### src/rtl/kp_pkg.sv
package kp_pkg;
  // Group selector for the multi-key hold reset
  localparam int COMBO_NONE  = 0;
  localparam int COMBO_TWO   = 1;
  localparam int COMBO_THREE = 2;
  localparam int COMBO_FOUR  = 3;

  // Bit mask of the keys that must all be high
  function automatic int combo_mask(input int sel);
    if (sel <= COMBO_NONE) return 0;
    return (1 << (sel + 1)) - 1;
  endfunction
endpackage

### src/rtl/kp_sync.sv
module kp_sync #(
  parameter int W      = 4,
  parameter int STAGES = 2
) (
  input  logic         clk,
  input  logic         rst,
  input  logic [W-1:0] d_i,
  output logic [W-1:0] q_o
);
  logic [W-1:0] st [STAGES];

  always_ff @(posedge clk) begin
    if (rst) st[0] <= '0;
    else     st[0] <= d_i;
  end

  for (genvar s = 1; s < STAGES; s++) begin : g_stage
    always_ff @(posedge clk) begin
      if (rst) st[s] <= '0;
      else     st[s] <= st[s-1];
    end
  end

  assign q_o = st[STAGES-1];
endmodule

### src/rtl/kp_filter.sv
module kp_filter #(
  parameter bit FILT_EN     = 1'b1,
  parameter int FILT_CYCLES = 1000
) (
  input  logic clk,
  input  logic rst,
  input  logic cond_i,
  output logic filt_o
);
  localparam int CW = $clog2(FILT_CYCLES + 1);

  if (FILT_EN) begin : g_filt
    logic [CW-1:0] cnt_q;
    logic          filt_q;

    always_ff @(posedge clk) begin
      if (rst || !cond_i) begin
        cnt_q  <= '0;
        filt_q <= 1'b0;
      end else if (cnt_q >= CW'(FILT_CYCLES - 1)) begin
        filt_q <= 1'b1;
      end else begin
        cnt_q <= cnt_q + 1'b1;
      end
    end

    assign filt_o = filt_q;

    AST_FILT_BLOCK: assert property (@(posedge clk) disable iff (rst)
      !cond_i |=> !filt_o);
  end else begin : g_pass
    assign filt_o = cond_i;
  end
endmodule

### src/rtl/kp_hold.sv
module kp_hold #(
  parameter int NBITS       = 4,
  parameter int RST_COMBO   = 3,
  parameter int HOLD_CYCLES = 2000000
) (
  input  logic             clk,
  input  logic             rst,
  input  logic [NBITS-1:0] keys_i,
  output logic             rst_req_o
);
  localparam logic [NBITS-1:0] CMASK = NBITS'(kp_pkg::combo_mask(RST_COMBO));
  localparam int CW = $clog2(HOLD_CYCLES + 1);

  logic          all_hi;
  logic [CW-1:0] cnt_q;
  logic          req_q;

  assign all_hi = (CMASK != '0) && ((keys_i & CMASK) == CMASK);

  always_ff @(posedge clk) begin
    if (rst || !all_hi) begin
      cnt_q <= '0;
      req_q <= 1'b0;
    end else if (cnt_q >= CW'(HOLD_CYCLES - 1)) begin
      req_q <= 1'b1;
    end else begin
      cnt_q <= cnt_q + 1'b1;
    end
  end

  assign rst_req_o = req_q;

  AST_RST_NEEDS_KEYS: assert property (@(posedge clk) disable iff (rst)
    rst_req_o |-> $past(all_hi));
  AST_RST_RELEASE: assert property (@(posedge clk) disable iff (rst)
    !all_hi |=> !rst_req_o);
endmodule

### src/rtl/keyport_irq.sv
module keyport_irq #(
  parameter int              NBITS       = 4,
  parameter int              ADDR_W      = 8,
  parameter int              SYNC_STAGES = 2,
  parameter bit              FILT_EN     = 1'b1,
  parameter int              FILT_CYCLES = 1000,
  parameter int              RST_COMBO   = 3,
  parameter int              HOLD_CYCLES = 2000000,
  parameter logic [ADDR_W-1:0] ADDR_DATA = 8'hE0,
  parameter logic [ADDR_W-1:0] ADDR_EN   = 8'hE8,
  parameter logic [ADDR_W-1:0] ADDR_FLAG = 8'hED
) (
  input  logic              clk,
  input  logic              rst,
  input  logic [NBITS-1:0]  pin_i,
  input  logic              bus_sel_i,
  input  logic              bus_wr_i,
  input  logic [ADDR_W-1:0] bus_addr_i,
  input  logic [NBITS-1:0]  bus_wdata_i,
  output logic [NBITS-1:0]  bus_rdata_o,
  output logic              irq_o,
  output logic              rst_req_o
);
  logic [NBITS-1:0] keys;
  logic [NBITS-1:0] en_q;
  logic             cond, filt, filt_d, rise;
  logic             flag_q;
  logic             rd_stb, wr_stb, rd_flag;
  logic [NBITS-1:0] rdata_q;

  kp_sync #(.W(NBITS), .STAGES(SYNC_STAGES)) sync_i (
    .clk(clk), .rst(rst), .d_i(pin_i), .q_o(keys));

  assign cond = |(keys & en_q);

  kp_filter #(.FILT_EN(FILT_EN), .FILT_CYCLES(FILT_CYCLES)) filt_i (
    .clk(clk), .rst(rst), .cond_i(cond), .filt_o(filt));

  kp_hold #(.NBITS(NBITS), .RST_COMBO(RST_COMBO), .HOLD_CYCLES(HOLD_CYCLES)) hold_i (
    .clk(clk), .rst(rst), .keys_i(keys), .rst_req_o(rst_req_o));

  assign rd_stb  = bus_sel_i && !bus_wr_i;
  assign wr_stb  = bus_sel_i && bus_wr_i;
  assign rd_flag = rd_stb && (bus_addr_i == ADDR_FLAG);
  assign rise    = filt && !filt_d;

  always_ff @(posedge clk) begin
    if (rst) begin
      en_q   <= '0;
      filt_d <= 1'b0;
      flag_q <= 1'b0;
    end else begin
      filt_d <= filt;
      if (wr_stb && bus_addr_i == ADDR_EN) en_q <= bus_wdata_i;
      if (rise)         flag_q <= 1'b1;
      else if (rd_flag) flag_q <= 1'b0;
    end
  end

  always_ff @(posedge clk) begin
    if (rst) begin
      rdata_q <= '0;
    end else if (rd_stb) begin
      if (bus_addr_i == ADDR_DATA)      rdata_q <= keys;
      else if (bus_addr_i == ADDR_EN)   rdata_q <= en_q;
      else if (bus_addr_i == ADDR_FLAG) rdata_q <= NBITS'(flag_q);
      else                              rdata_q <= '0;
    end
  end

  assign bus_rdata_o = rdata_q;
  assign irq_o       = flag_q;

  AST_FLAG_SET: assert property (@(posedge clk) disable iff (rst)
    rise |=> irq_o);
  AST_FLAG_CLEAR: assert property (@(posedge clk) disable iff (rst)
    (rd_flag && !rise) |=> !irq_o);
  AST_EN_WRITE: assert property (@(posedge clk) disable iff (rst)
    (wr_stb && bus_addr_i == ADDR_EN) |=> en_q == $past(bus_wdata_i));
  AST_FLAG_UPPER_ZERO: assert property (@(posedge clk) disable iff (rst)
    $past(rd_flag) |-> bus_rdata_o[NBITS-1:1] == '0);
  AST_IRQ_CAUSE: assert property (@(posedge clk) disable iff (rst)
    $rose(irq_o) |-> $past(rise));
endmodule

### config.mk
export PLATFORM = sky130hd
export DESIGN_NAME = keyport_irq
export DESIGN_NICKNAME = d
export VERILOG_FILES = /design/src/rtl/kp_pkg.sv /design/src/rtl/kp_sync.sv /design/src/rtl/kp_filter.sv /design/src/rtl/kp_hold.sv /design/src/rtl/keyport_irq.sv
export SDC_FILE = /design/constraint.sdc
export NUM_CORES = 1
export LEC_CHECK = 0
export BUFFER_PORTS_ARGS = -buffer_cell sky130_fd_sc_hd__clkbuf_2
export CELL_PAD_IN_SITES_DETAIL_PLACEMENT = 1
export CELL_PAD_IN_SITES_GLOBAL_PLACEMENT = 2
export CORE_ASPECT_RATIO = 1.2
export CORE_MARGIN = 4
export CORE_UTILIZATION = 37
export CTS_BUF_LIST = sky130_fd_sc_hd__clkbuf_4
export DETAILED_ROUTE_END_ITERATION = 16
export HOLD_SLACK_MARGIN = 0.02
export PLACE_DENSITY_LB_ADDON = 0.3
export RECOVER_POWER = 100
export SLEW_MARGIN = 25
export SYNTH_ARGS = -nofsm -noshare
export SYNTH_HDL_FRONTEND = slang
export SYNTH_SLANG_ARGS = --single-unit
### constraint.sdc
create_clock -name clk -period 3 [get_ports clk]
set_clock_uncertainty 0.1 [all_clocks]
set_input_delay 0.45 -clock clk [delete_from_list [all_inputs] [get_ports clk]]
set_output_delay 0.45 -clock clk [all_outputs]
set_load 0.02 [all_outputs]
== Word-level counts from Yosys, hierarchy flattened ==
Memories as Yosys holds them, arrays and structs flattened.
Index checks and enable logic that the tools add are counted.

* $add $sub $neg: 2
* Order comparisons: 2
* Eq/ne operators: 4
* Mux-type cells: 10
* Bitwise operators: 3
* Reductions and logical operators: 13

{| class="wikitable"
|+ Operators with widths
! kind !! number
|-
| 8-bit == test, second input constant || 3
|-
| 21-bit by 1-bit adder with 21-bit output, second input constant || 1
|-
| 21-bit >= comparator, second input constant || 1
|-
| 4-bit two-way mux || 4
|-
| 10-bit by 1-bit adder with 10-bit output, second input constant || 1
|-
| 10-bit >= comparator, second input constant || 1
|-
| 1-bit two-way mux || 6
|-
| 1-bit logical AND || 5
|-
| 4-bit AND || 1
|-
| 4-bit == test, second input constant || 1
|-
| 1-bit logical NOT || 4
|-
| 4-bit OR reduction || 1
|-
| 1-bit logical OR || 2
|-
| 1-bit bitwise OR || 2
|-
| 2-bit nonzero test || 1
|}

* Register bits after elaboration: 43
* RAM bits: 8
* Word-level logic and storage cells: 43
* Memories: 1

{| class="wikitable"
|+ Memories
! name !! depth !! width !! rd ports !! clocked after memory_dff !! write ports !! line !! source
|-
| sync_i.st || 2 || 4 || 2 || 0 || 2 || kp_sync.sv:10 || <nowiki>logic [W-1:0] st [STAGES];</nowiki>
|}

== Depth between registers and ports, before layout ==
* Word-level depth: 5
* Depth in mapped cells: 7

== Modules after synthesis ==
Synthesis repeated with hierarchy kept, for this count alone.

* Cells, all modules: 263
* Area total of the unflattened synthesis: 2477.4 µm²

{| class="wikitable"
|+ By module, submodules not included
! module !! instances !! cells each !! area each (µm²)
|-
| kp_hold || 1 || 127 || 1129.8
|-
| kp_filter || 1 || 67 || 618.1
|-
| keyport_irq || 1 || 53 || 519.2
|-
| kp_sync || 1 || 16 || 210.2
|}

== Least setup slack after synthesis ==
OpenSTA, ideal clock, no wires.

* Kind: flip-flop to flip-flop
* Start point: register hold_i.cnt_q[12]
* End point: register hold_i.cnt_q[7]
* Library setup time: 0.072 ns
* Data arrival time: 2.040 ns
* Data required time: 2.828 ns
* Slack: 0.788 ns
* Cell stages (with the launch flop): 8
* Path buffers: 2
* Clock period less this slack: 2.212 ns
* Path through: dfxtp_1 -> or4_4 -> a211o_1 -> and2_1 -> clkbuf_1 -> buf_2 -> nor4_2 -> mux2i_1

* Cells in the longest elaborated chain, start to end: 1

{| class="wikitable"
|+ Ends and longest elaborated chain
! what !! line !! source
|-
| start, declared || kp_hold.sv:15 || <nowiki>logic [CW-1:0] cnt_q;</nowiki>
|-
| start signal, assigned || kp_hold.sv:27 || <nowiki>cnt_q <= cnt_q + 1'b1;</nowiki>
|-
| 21-bit >= comparator || kp_hold.sv:24 || <nowiki>end else if (cnt_q >= CW'(HOLD_CYCLES - 1)) begin</nowiki>
|}

Every way passes these cells.
A chain may end at the register's enable or synchronous reset.

== Final worst setup path ==
* Start point: register hold_i.cnt_q[13]
* End point: register hold_i.cnt_q[15]

* Cells in the longest elaborated chain, start to end: 1
* Elaborated cells on any way between the ends: 2
* Those cells by class: add/sub: 1; order compare: 1

{| class="wikitable"
|+ Ends and longest elaborated chain
! what !! line
|-
| 21-bit by 1-bit adder with 21-bit output / 21-bit >= comparator (equally long branches) || kp_hold.sv:27, kp_hold.sv:24
|}

Several ways; a longest one is shown, not always the timed one.

==> results_dict.tcl <==
set metrics [dict create \
    die_width_um 80.3 \
    floorplan.initialDensity_pct 38.3 \
    critPathLaunch "hold_i.cnt_q[13]" \
    final_common_cell "dfxtp_1" \
    holdBufCountCts 0 \
    avgSynthCellArea_sq_um 8.99 \
    cts_tree "done" \
    antenna_cells 0 \
    yosys.area_share.simple_pct 26.4 \
    drt_first_pass_iters 6 \
    clockBufferDepth 2 \
    core-area_sq_mm 0.00605 \
    antenna_found_initial 0 \
    gp_congestion 0.759 \
    die_y_um 94.7 \
    remaining_drc_errors 0 \
    cts_buffers 5 \
    outcome "finished, final reports clean" \
    vias_per_cell 5.37 \
    final-setup-viol-count 0 \
    synth_cell_types 42 \
    worstReg2RegStart "hold_i.cnt_q[13]" \
    maxCapViolCount 0 \
    io_buffers 25 \
    synth_enable_flop_cells 0 \
    critPathMaxStageDelay_ns 0.65 \
    p_per_area_mw_per_mm2 402 \
    ys.flop_type "dfxtp_1" \
    fmax_mhz 391 \
    syn-num-nets 280 \
    wl_per_cell_um 14.3 \
    grt.total_usage_pct 14.8 \
    worstPathArrival_ns 2.71 \
    dp_hpwl_mm 3.74 \
    timing.setup.tns_ns 0 \
    grt_max_degree 25 \
    cts_root_buf "clkbuf_4" \
    crit_fanout 11 \
    place_inst 355 \
    setup.worst_path.class "reg -> reg" \
    period_minus_slack_ns 2.56 \
    synth-seq-area-share_pct 44.0 \
    grt_pass1_wl_mm 9.00 \
    ioPinCount 26 \
    hold_path.startpoint "pin_i[1]" \
    finalCritPeriodShare_pct 85.2 \
    clkSinkCount 51 \
    tightest_slew_ns 0.912 \
    insertion_delay_ns 0.36 \
    relSlewSlack_pct 39.2 \
    synthMuxAreaShare_pct 5.39 \
    ctsResizeCount 0 \
    syn_to_final_growth_pct 9.01 \
    clkTransAtPathRegs_ns 0.14 \
    stdcell_count 363 \
    start_kind "register" \
    drt-total-wl_mm 5.20 \
    end_kind "register" \
    p_leak_uw 0.000860 \
    crit_slowest_cell "a2111oi_0" \
    num_rows 31 \
    synthCells 258 \
    synth_top_family_by_area "simple AND/OR/NAND/NOR gates" \
    hold_class "in -> reg" \
    final_net_count 302 \
    synth.ff_latch_count 51 \
    drive_gt1_share_pct 12.1 \
    cp.required_ns 3.16 \
    grt_pass1_vias 1952 \
    drv_slew 0 \
    cp_cell_sequence "or4_1 > a211o_1 > clkbuf_1 > a2111oi_0 > xnor2_1 > nor2_1" \
    synth_compound_area_share_pct 14.5 \
    htreeDepth 2 \
    vias 1948 \
    post_cts_buffers 0 \
    syn_area_sq_mm 0.00232 \
    async_flop_share_pct 0 \
    drt_iter0_drc 119 \
    yosys_warnings 0 \
    final-hold-violation-count 0 \
    rsz0062_at_grt "false" \
    mostFrequentLayoutCells "dfxtp_1, nor2_1, nand2_1" \
    synthAdderAreaFrac_pct 1.08 \
    dieArea_sq_mm 0.00761 \
    ant_nets 0 \
    gr-total-overflow 0 \
    synth-xor-area-share_pct 6.04 \
    ir_drop_uv 190 \
]
-- synth_stat cells, drive strengths merged, types with 3 or more instances --
cell / number / share of area [%]
nand4: 7 / 1.9
dfxtp: 51 / 44
o31ai: 4 / 1.3
nor4: 3 / 1.1
nand2: 21 / 3.4
xnor2: 13 / 4.9
nor2b: 8 / 2.2
nor2: 32 / 5.2
mux2i: 8 / 3.5
clkbuf: 6 / 0.97
a22oi: 5 / 1.6
or3: 8 / 2.2
mux2: 4 / 1.9
a21oi: 15 / 3.2
or4: 5 / 1.8
and3: 5 / 1.3
xor2: 3 / 1.1
a211oi: 7 / 2.3
nand3: 11 / 2.4
buf: 7 / 1.3
a2111oi: 5 / 2.7
and4: 5 / 1.9
o21ai: 3 / 0.65
-- cells by family after synthesis --
kind of cell | count (synthesis)
AND/OR/NAND/NOR | 115
flip-flops | 51
AO/OA/AOI/OAI | 47
XOR/XNOR | 16
buffers and inverters | 15
multiplexers | 12
adder cells (fa/ha/maj) | 2
-- worst max-delay path: cells and delay by family, from the launching register on --
kind | cells | cell delay, ns
flops | 1 | 0.37
simple gates | 2 | 0.59
xor+xnor | 1 | 0.19
buf+inv | 1 | 0.26
compound gates | 2 | 0.95
-- cell type report --
cell class / instances / area, sq um
Fill cell: 747 / 3520
Multi-Input combinational cell: 192 / 1210
Sequential cell: 51 / 1020
Timing Repair Buffer: 28 / 135
Tap cell: 82 / 103
Clock buffer: 5 / 37.5
Clock inverter: 3 / 15.0
Inverter: 2 / 7.51
-- where the power goes --
group | total [uW] | internal (uW) | switching (uW)
sequential | 685 | 683 | 2.32
combinational | 28.5 | 14.6 | 13.9
clock | 303 | 87.9 | 215
-- routing by layer --
layer / vias to the layer above / wire length (um) / GRT usage (%)
li1: 984 / - / -
met1: 933 / 2430 / 18.5
met2: 25 / 2580 / 25.6
met3: 6 / 138 / 3.15
met4: 0 / 44 / 3.80
met5: - / 0 / 0
-- worst paths after layout --
check | end | slack [ns] | depth (start not counted)
setup reg to reg | hold_i.cnt_q[15] | 0.44 | 6
setup / recovery | hold_i.cnt_q[15] | 0.44 | 6
hold reg to reg | sync_i.st[1][3] | 0.36 | 1
hold / removal | sync_i.st[0][1] | 0.19 | 2
-- registers in the layout (all words and copies together), names as in the netlist --
name / cells
hold_i.cnt_q: 21
filt_i.g_filt.cnt_q: 10
sync_i.st: 8
bus_rdata_o: 4
en_q: 4
filt_d: 1
filt_i.filt_o: 1
hold_i.rst_req_o: 1
irq_o: 1
-- per-stage QoR --
step	area [sq um]	power, uW	setup WS [ns]	hold WS [ns]	util [%]
floorplan	2320	711	0.788	0.314	-
global placement	2520	728	0.691	0.317	41.6
detailed placement	2520	729	0.635	0.326	41.6
CTS	2570	1040	0.612	0.170	42.5
global route	2530	1070	0.283	0.184	41.8
finish	2530	1020	0.445	0.192	41.8
No activity file was read; power rests on OpenSTA's default activity.
